<file path="src/rtl/brc_pkg.sv">
package brc_pkg;

  localparam int unsigned COND_W  = 4;
  localparam int unsigned NUM_CC  = 1 << COND_W;
  localparam int unsigned NUM_BASE = NUM_CC / 2;
  localparam int unsigned LOOP_W  = 2;

  // Base condition index (cond_code[3:1]); odd codes negate the base.
  typedef enum logic [COND_W-2:0] {
    BASE_OVF   = 3'd0,
    BASE_CARRY = 3'd1,
    BASE_ZERO  = 3'd2,
    BASE_CZ    = 3'd3,
    BASE_SIGN  = 3'd4,
    BASE_PAR   = 3'd5,
    BASE_LESS  = 3'd6,
    BASE_LEQ   = 3'd7
  } base_e;

  typedef enum logic [LOOP_W-1:0] {
    LP_PLAIN = 2'd0,
    LP_EQ    = 2'd1,
    LP_NE    = 2'd2,
    LP_CXZ   = 2'd3
  } loop_e;

  typedef struct packed {
    logic pf;
    logic of;
    logic sf;
    logic zf;
    logic cf;
  } flags_t;

endpackage

</file>
<file path="src/rtl/brc_flag_eval.sv">
module brc_flag_eval
  import brc_pkg::*;
(
  input  logic [COND_W-1:0] cond_i,
  input  flags_t            flags_i,
  output logic              hit_o
);

  logic [NUM_BASE-1:0] base;
  logic [NUM_CC-1:0]   all_cond;
  logic                lt;

  always_comb begin
    lt = flags_i.sf ^ flags_i.of;
    base = '0;
    base[BASE_OVF]   = flags_i.of;
    base[BASE_CARRY] = flags_i.cf;
    base[BASE_ZERO]  = flags_i.zf;
    base[BASE_CZ]    = flags_i.cf | flags_i.zf;
    base[BASE_SIGN]  = flags_i.sf;
    base[BASE_PAR]   = flags_i.pf;
    base[BASE_LESS]  = lt;
    base[BASE_LEQ]   = lt | flags_i.zf;
  end

  // Expand each base condition into its true / negated pair.
  for (genvar gi = 0; gi < NUM_CC; gi++) begin : g_pair
    if ((gi % 2) == 0) begin : g_pos
      assign all_cond[gi] = base[gi/2];
    end else begin : g_neg
      assign all_cond[gi] = ~base[gi/2];
    end
  end

  assign hit_o = all_cond[cond_i];

endmodule

</file>
<file path="src/rtl/brc_count_eval.sv">
module brc_count_eval
  import brc_pkg::*;
#(
  parameter int unsigned CNT_W = 16
) (
  input  logic [LOOP_W-1:0] sel_i,
  input  logic              zf_i,
  input  logic [CNT_W-1:0]  count_i,
  output logic              hit_o,
  output logic [CNT_W-1:0]  count_o,
  output logic              wr_o
);

  localparam logic [CNT_W-1:0] ONE = CNT_W'(1);

  logic [CNT_W-1:0] dec;
  logic             dec_nz;

  assign dec    = count_i - ONE;
  assign dec_nz = |dec;

  always_comb begin
    hit_o   = 1'b0;
    count_o = dec;
    wr_o    = 1'b1;
    unique case (loop_e'(sel_i))
      LP_PLAIN: hit_o = dec_nz;
      LP_EQ:    hit_o = dec_nz & zf_i;
      LP_NE:    hit_o = dec_nz & ~zf_i;
      LP_CXZ: begin
        hit_o   = ~|count_i;
        count_o = count_i;
        wr_o    = 1'b0;
      end
      default: hit_o = 1'b0;
    endcase
  end

endmodule

</file>
<file path="src/rtl/brc_unit.sv">
module brc_unit
  import brc_pkg::*;
#(
  parameter int unsigned CNT_W = 16
) (
  input  logic              clk,
  input  logic              rst_n,
  input  logic              req_valid,
  input  logic              is_loop,
  input  logic [3:0]        cond_code,
  input  logic [1:0]        loop_sel,
  input  logic              flag_cf,
  input  logic              flag_zf,
  input  logic              flag_sf,
  input  logic              flag_of,
  input  logic              flag_pf,
  input  logic [CNT_W-1:0]  count_in,
  output logic              done_q,
  output logic              taken_q,
  output logic [CNT_W-1:0]  count_out,
  output logic              count_we
);

  flags_t           flags;
  logic             jump_hit;
  logic             loop_hit;
  logic             loop_wr;
  logic [CNT_W-1:0] loop_count;

  logic             done_d;
  logic             taken_d;
  logic [CNT_W-1:0] cnt_d;
  logic             we_d;
  logic             res_en;

  assign flags = '{pf: flag_pf, of: flag_of, sf: flag_sf, zf: flag_zf, cf: flag_cf};

  brc_flag_eval u_flag (
    .cond_i  (cond_code),
    .flags_i (flags),
    .hit_o   (jump_hit)
  );

  brc_count_eval #(.CNT_W(CNT_W)) u_count (
    .sel_i   (loop_sel),
    .zf_i    (flag_zf),
    .count_i (count_in),
    .hit_o   (loop_hit),
    .count_o (loop_count),
    .wr_o    (loop_wr)
  );

  // Next-state logic
  always_comb begin
    res_en  = req_valid;
    done_d  = req_valid;
    taken_d = is_loop ? loop_hit : jump_hit;
    cnt_d   = is_loop ? loop_count : count_in;
    we_d    = req_valid & is_loop & loop_wr;
  end

  // Strobes: every cycle
  always_ff @(posedge clk or negedge rst_n) begin
    if (!rst_n) begin
      done_q   <= 1'b0;
      count_we <= 1'b0;
    end else begin
      done_q   <= done_d;
      count_we <= we_d;
    end
  end

  // Decision and count: loaded only on request
  always_ff @(posedge clk or negedge rst_n) begin
    if (!rst_n) begin
      taken_q   <= 1'b0;
      count_out <= '0;
    end else if (res_en) begin
      taken_q   <= taken_d;
      count_out <= cnt_d;
    end
  end

endmodule

</file>
<file path="config.mk">
export PLATFORM = sky130hd
export DESIGN_NAME = brc_unit
export DESIGN_NICKNAME = d
export VERILOG_FILES = /design/src/rtl/brc_pkg.sv /design/src/rtl/brc_flag_eval.sv /design/src/rtl/brc_count_eval.sv /design/src/rtl/brc_unit.sv
export SDC_FILE = /design/constraint.sdc
export NUM_CORES = 1
export LEC_CHECK = 0
export ABC_AREA = 1
export BUFFER_PORTS_ARGS = -buffer_cell sky130_fd_sc_hd__buf_2
export CORE_ASPECT_RATIO = 0.75
export CORE_MARGIN = 10
export CORE_UTILIZATION = 50
export CTS_BUF_LIST = sky130_fd_sc_hd__clkbuf_16
export CTS_CLUSTER_DIAMETER = 80
export CTS_CLUSTER_SIZE = 40
export DETAILED_ROUTE_END_ITERATION = 7
export GPL_TIMING_DRIVEN = 0
export PLACE_DENSITY = 0.9
export SETUP_SLACK_MARGIN = 0.05
export SYNTH_ARGS = -nofsm -noshare
export SYNTH_HDL_FRONTEND = slang
export SYNTH_SLANG_ARGS = --single-unit
export TNS_END_PERCENT = 30
</file>
<file path="constraint.sdc">
create_clock -name clk -period 0.9 [get_ports clk]
set_clock_uncertainty 0.15 [all_clocks]
set_input_delay 0 -clock clk [delete_from_list [all_inputs] [get_ports clk]]
set_output_delay 0 -clock clk [all_outputs]
set_load 0.05 [all_outputs]
</file>
==> results of run 1 <==
==> worst max-delay path by stage <==
| stage | end | slack (ns) | cells past startpoint |
|---|---|---|---|
| floorplan | taken_q | -0.35 | 13 |
| CTS | taken_q | -0.35 | 16 |
| detailed placement | taken_q | -0.72 | 14 |
| finish | taken_q | -0.59 | 14 |
| global placement | taken_q | -0.67 | 14 |
| global route | taken_q | -0.61 | 14 |
==> Yosys cell counts (all sizes together) <==
master	n
dfrtp	19
o21a	5
xnor2	1
nand3b	1
nand3	17
inv	29
o211ai	2
ha	5
nand4	3
a21oi	13
nor2	40
nor3	4
o21ai	18
xor2	1
clkbuf	5
a31oi	2
or2	1
a31o	1
nand2	61
==> cell families after synthesis <==
kind of cell,share of synthesized area
xor gates and xnor gates,0.0116
AOI/OAI and AO/OA,0.156
and+or+nand+nor,0.392
buffers and inverters,0.0844
DFF,0.314
adders and majority gates,0.0414
==> timing repair <==
item                                    in CTS  in global routing
gates cloned                                 1                  0
pin swaps                                   24                 24
hold endpoints to repair                    28                  3
endpoints found under the setup margin      36                 36
buffers inserted                            10                  9
gates resized for setup                     92                 44
==> worst reg2reg max path, cell delays in order, from the launching register on <==
cell and delay [ns]:
dfrtp_2 0.43, nor2_2 0.11, a31oi_2 0.05
==> placed cells by master (no fill, tap or decap), types with 4 or more instances in the layout <==
master / Yosys / routed
nand2_2: 3 / 11
o21ai_2: 1 / 6
buf_4: 0 / 15
buf_8: 0 / 5
nand2_4: 1 / 4
o21ai_0: 17 / 6
a21oi_1: 12 / 10
dfrtp_2: 0 / 4
o21ai_1: 0 / 4
nor2_2: 5 / 12
dfrtp_1: 19 / 15
nand2_1: 57 / 46
inv_1: 26 / 25
buf_2: 0 / 22
buf_6: 0 / 24
nor2_4: 2 / 13
nand3_1: 15 / 13
nor2_1: 32 / 14
o21a_1: 5 / 5
==> final cells by class <==
class / instances / area, µm²
multi-input combinational: 175 / 1160
tap: 38 / 47.5
clock inverter: 1 / 3.75
fill: 128 / 343
timing repair buffer: 70 / 624
buffer: 5 / 42.5
inverter: 29 / 135
clock buffer: 3 / 75.1
sequential: 19 / 480
==> state kept, by name, indices dropped and copies added, names as in the netlist <==
register / flops
count_we: 1
count_out: 16
done_q: 1
taken_q: 1
==> metal layers <==
metal  GRT usage  routed length [µm]
met1       0.237                2590
met2       0.317                3300
met3      0.0397                1040
met4       0.123                 525
met5           0                   0
==> power by group <==
| part | leakage (nW) | switching [mW] | internal, mW | total, mW |
|---|---|---|---|---|
| Combinational | 0.984 | 0.908 | 0.536 | 1.44 |
| Sequential | 0.220 | 0.0752 | 0.952 | 1.03 |
| Clock | 0.0423 | 0.308 | 0.591 | 0.899 |
| Total | 1.25 | 1.29 | 2.08 | 3.37 |
==> metrics.txt, run 1 <==
Critical Path AT=1.48 ns; IO buf count=between 40 and 50; CTS buffer count=3; DP HPWL=between 3000 and 4000 µm; DRT Pass-1 Iters=6; post-synthesis cell count=228; CTS tree=yes; fin util=0.882; die area=5650 µm²; max incr delay on CP=between 0.2 and 0.25 ns; via/cell ratio=6.29; Worst R2R Setup Slack=approximately 0.010 ns; max-cap violation count=0; CP max-delay cell=nor2_4; hold path depth=3; Starting Density=0.519; root buffer cell=clkbuf_16; hold_ws=-0.118 ns; # IOs=50; setup ws final=-0.592 ns; failing checks=negative hold slack, negative setup slack; PwrDens=between 1000 and 1500 nW/µm²; WL/cell=between 20 and 25 µm; reg2reg start=count_out[4]; DIE HEIGHT=~68 µm; final slew viol count=0; Post-Syn Area=roughly 1500 µm²; Required @ worst endpoint=about 0.9 ns; Tcrit/Tclk final=1.66; clock-pin slew on the worst setup and hold paths=0.05 ns; vias in the first global route=around 1,900; Achievable Freq=670 MHz; die extent in x=~84 µm; Worst-Margin Slew=between 0.5 and 0.6 ns; status=complete, but fails checks; Hold Crit Start=count_in[1]; Post-DP Area=about 1900 µm²; RSZ-0062 raised after global routing=yes; Inst Count DP=315; # H-tree levels=1; Lkg Pwr=1.25 nW; CP Launch Point=count_in[1]; Yosys Warn Count=0; Syn Nets=between 200 and 300; share of cells above drive strength 1=0.480; Pwr Total=between 3 and 4 mW; nature of the critical path startpoint=input port; CP endpoint kind=register; # diodes=0; post-route ant nets=0; reg2reg end=count_out[4]; minimum clock period=1.49 ns; sequential area share after synthesis=0.314; worst-path maximum fanout=4; grt ovf=0; hold endpoint=count_out[1]; largest cells by area after synthesis=dfrtp_1 31%, nand2_1 14%, nor2_1 7.9%, inv_1 6.5%, o21ai_0 5.6%; Max VDD drop=801 µV; max_slew headroom=0.657; setup TNS=-4.00 ns; RePlAce Congestion=0.921; Critical path buffers and inverters=2; synthesized flop and latch total=19; CTS sink cnt=19; crit-path cells=buf_12, inv_8, ha_4, nand3_4, nor2_4, nand2_2, nand2_2, nand3_2, nor2_2, nand3_1, nand2_1, nand2_1, nand2_1, a21oi_2; r2r worst-path depth=2; first-pass GRT wire length=roughly 9000 µm; Starting DRT DRC Count=around 400; Unique masters post-synth=29; clk buf depth=2; largest net degree at the start of global routing=20; CP Class=input port to register; clk_lat worst skew=0.25 ns; DRC Markers=0; GRT Util Overall=0.195; final setup violation count=34; CP delay by family, top=simple AND/OR/NAND/NOR gates; Crit path top cell by count=nand2_1; Layout Area Growth over Synthesis=70.0%; # rows=17; largest area contributor in the netlist=dfrtp_1; core area=~3000 µm²; pre-CTS setup slack=-0.719 ns; worst hold path type=input port to register; Routed Wire Length=7450 µm; Finished Cell Area=around 2600 µm²; fin cells=between 300 and 400; initial antenna violation count=0; average cell area after synthesis=between 6 and 7 µm²; # nets final=339; # hold bufs at CTS=3; top-area cell type share of the netlist area=0.314; total vias in the final route=about 2,100; Final Hold Fails=3
(Power assumes the default switching activity.)
==> run 2: changes to the inputs <==
clock period = 1.69 ns   (was 0.9 ns; I/O delays follow)
==> run 2 against run 1 <==
Against the previous run:
- final area fell by 24%
- largest cell class unchanged
- flip-flop and latch count did not move
- clock power fell by 47%
- power fell by 55%
- core utilization fell by 21 points
- the flow now finishes without violations
- final cell count fell by 4.1%
- sequential share of layout area rose by 5.6 points
- sequential power fell by 48%
- worst setup slack improved by 0.76 ns
- first-iteration DRC count fell by 75%
- largest power group is now registers
==> metrics.txt, run 2 (same netlist as run 1, synthesis figures left out) <==
max incr delay on CP=about 0.28 ns; grt ovf=0; CP Launch Point=count_in[0]; Worst-Margin Slew=between 0.4 and 0.5 ns; root buffer cell=clkbuf_16; core area=2910 µm²; Crit path top cell by count=nand2_1; final slew viol count=0; largest net degree at the start of global routing=20; Required @ worst endpoint=1.67 ns; clk buf depth=2; CP max-delay cell=ha_1; Finished Cell Area=slightly below 2000 µm²; Critical path buffers and inverters=2; Final Hold Fails=0; Routed Wire Length=~4500 µm; Largest Register=count_out; DRT Pass-1 Iters=5; crit-path cells=buf_2, inv_2, ha_1, nand3_2, nor2_1, nand2_1, nand2_1, nand3_1, nor2_1, nand3_1, nand2_1, nand2_1, nand2_1, a21oi_2; CTS buffer count=3; reg2reg start=count_out[10]; DP HPWL=3550 µm; metal2 WL=roughly 2000 µm; CP Class=input port to register; setup bufs post-CTS=0; via/cell ratio=~5.2; DRC Markers=0; Starting Density=0.519; Pwr Total=approximately 1.5 mW; Crit path depth=14; Post-DP Area=1810 µm²; Achievable Freq=roughly 660 MHz; pre-CTS setup slack=-0.0487 ns; final setup violation count=0; Worst R2R Setup Slack=about 0.85 ns; nature of the critical path startpoint=input port; first-pass GRT wire length=7110 µm; Worst Setup EP=taken_q; # diodes=0; # rows=17; Tcrit/Tclk final=0.899; CTS tree=yes; Critical Path AT=1.50 ns; commonest non-fill, non-tap cell in the layout=nand2_1; Met1 Wirelength=1960 µm; vias in the first global route=about 1,500; PwrDens=a little under 800 nW/µm²; max_slew headroom=0.714; max reg flops=16; DIE HEIGHT=about 68 µm; die extent in x=83.5 µm; setup ws final=~0.17 ns; minimum clock period=around 1.5 ns; IO buf count=between 40 and 50; WL met3=479 µm; CP endpoint kind=register; total vias in the final route=~1,700; fin util=0.673; share of cells above drive strength 1=0.257; GRT Util Overall=0.150; hold_ws=0.0156 ns; die area=approximately 5600 µm²; status=finished, final reports clean; initial antenna violation count=0; worst-path maximum fanout=6; Layout Area Growth over Synthesis=29.6%; # IOs=50; r2r worst-path depth=1; clk_lat worst skew=about 0.25 ns; # H-tree levels=1; most frequent cells in the layout=57 x nand2_1, 49 x buf_2, 32 x nor2_1, 27 x inv_1, 19 x dfrtp_1; Lkg Pwr=~1.0 nW; WL/cell=between 10 and 15 µm; clock-pin slew on the worst setup and hold paths=about 0.050 ns; CTS sink cnt=19; Starting DRT DRC Count=slightly above 100; worst hold path type=input port to register; top sig layer=met4; RSZ-0062 raised after global routing=yes; reg2reg end=count_out[10]; max-cap violation count=0; CP delay by family, top=simple AND/OR/NAND/NOR gates; # nets final=~330; post-route ant nets=0; Max VDD drop=between 300 and 400 µV; RePlAce Congestion=~0.93
run 2: what timing repair did:
action	CTS	global route
hold buffers	7	0
gates resized for setup	0	3
endpoints found under the hold margin	26	0
setup endpoints to repair	0	5
run 2: worst min path at each step:
| stage | endpoint | slack (ns) | cells past startpoint | from |
|---|---|---|---|---|
| after floorplan | count_out[0] | -0.45 | 0 | rst_n |
| after global placement | done_q | -0.21 | 1 | rst_n |
| after detailed placement | done_q | -0.20 | 1 | rst_n |
| after CTS | count_out[3] | 0.01 | 3 | count_in[3] |
| after global routing | count_out[4] | 0.04 | 4 | count_in[3] |
| final | count_out[4] | 0.02 | 4 | count_in[3] |
run 2: power breakdown:
group	internal, mW	leakage, nW	switching (mW)
Sequential	0.505	0.223	0.0268
Combinational	0.147	0.759	0.383
Clock	0.314	0.0423	0.158
Total	0.966	1.03	0.567
run 2: final cells by class:
type	instances	area, µm²
multi-input cells	175	915
inverters	29	109
clock buffers	3	75.1
well taps	38	47.5
fillers	251	953
flip-flops and latches	19	475
repair buffers	56	315
plain buffers	5	20.0
clock inverters	1	3.75
run 2: routing by layer:
layer  up-vias  global-route usage
met5         -                   0
met3        11              0.0337
li1        851                   -
met2        93               0.233
met4         0              0.0688
met1       745               0.198
run 2: stage by stage:
stage,TNS (ns),cells
5_1_grt,0,326
2_1_floorplan,0,228
3_5_place_dp,-0.176,315
6_report,0,326
3_3_place_gp,-0.0377,315
4_1_cts,0,326
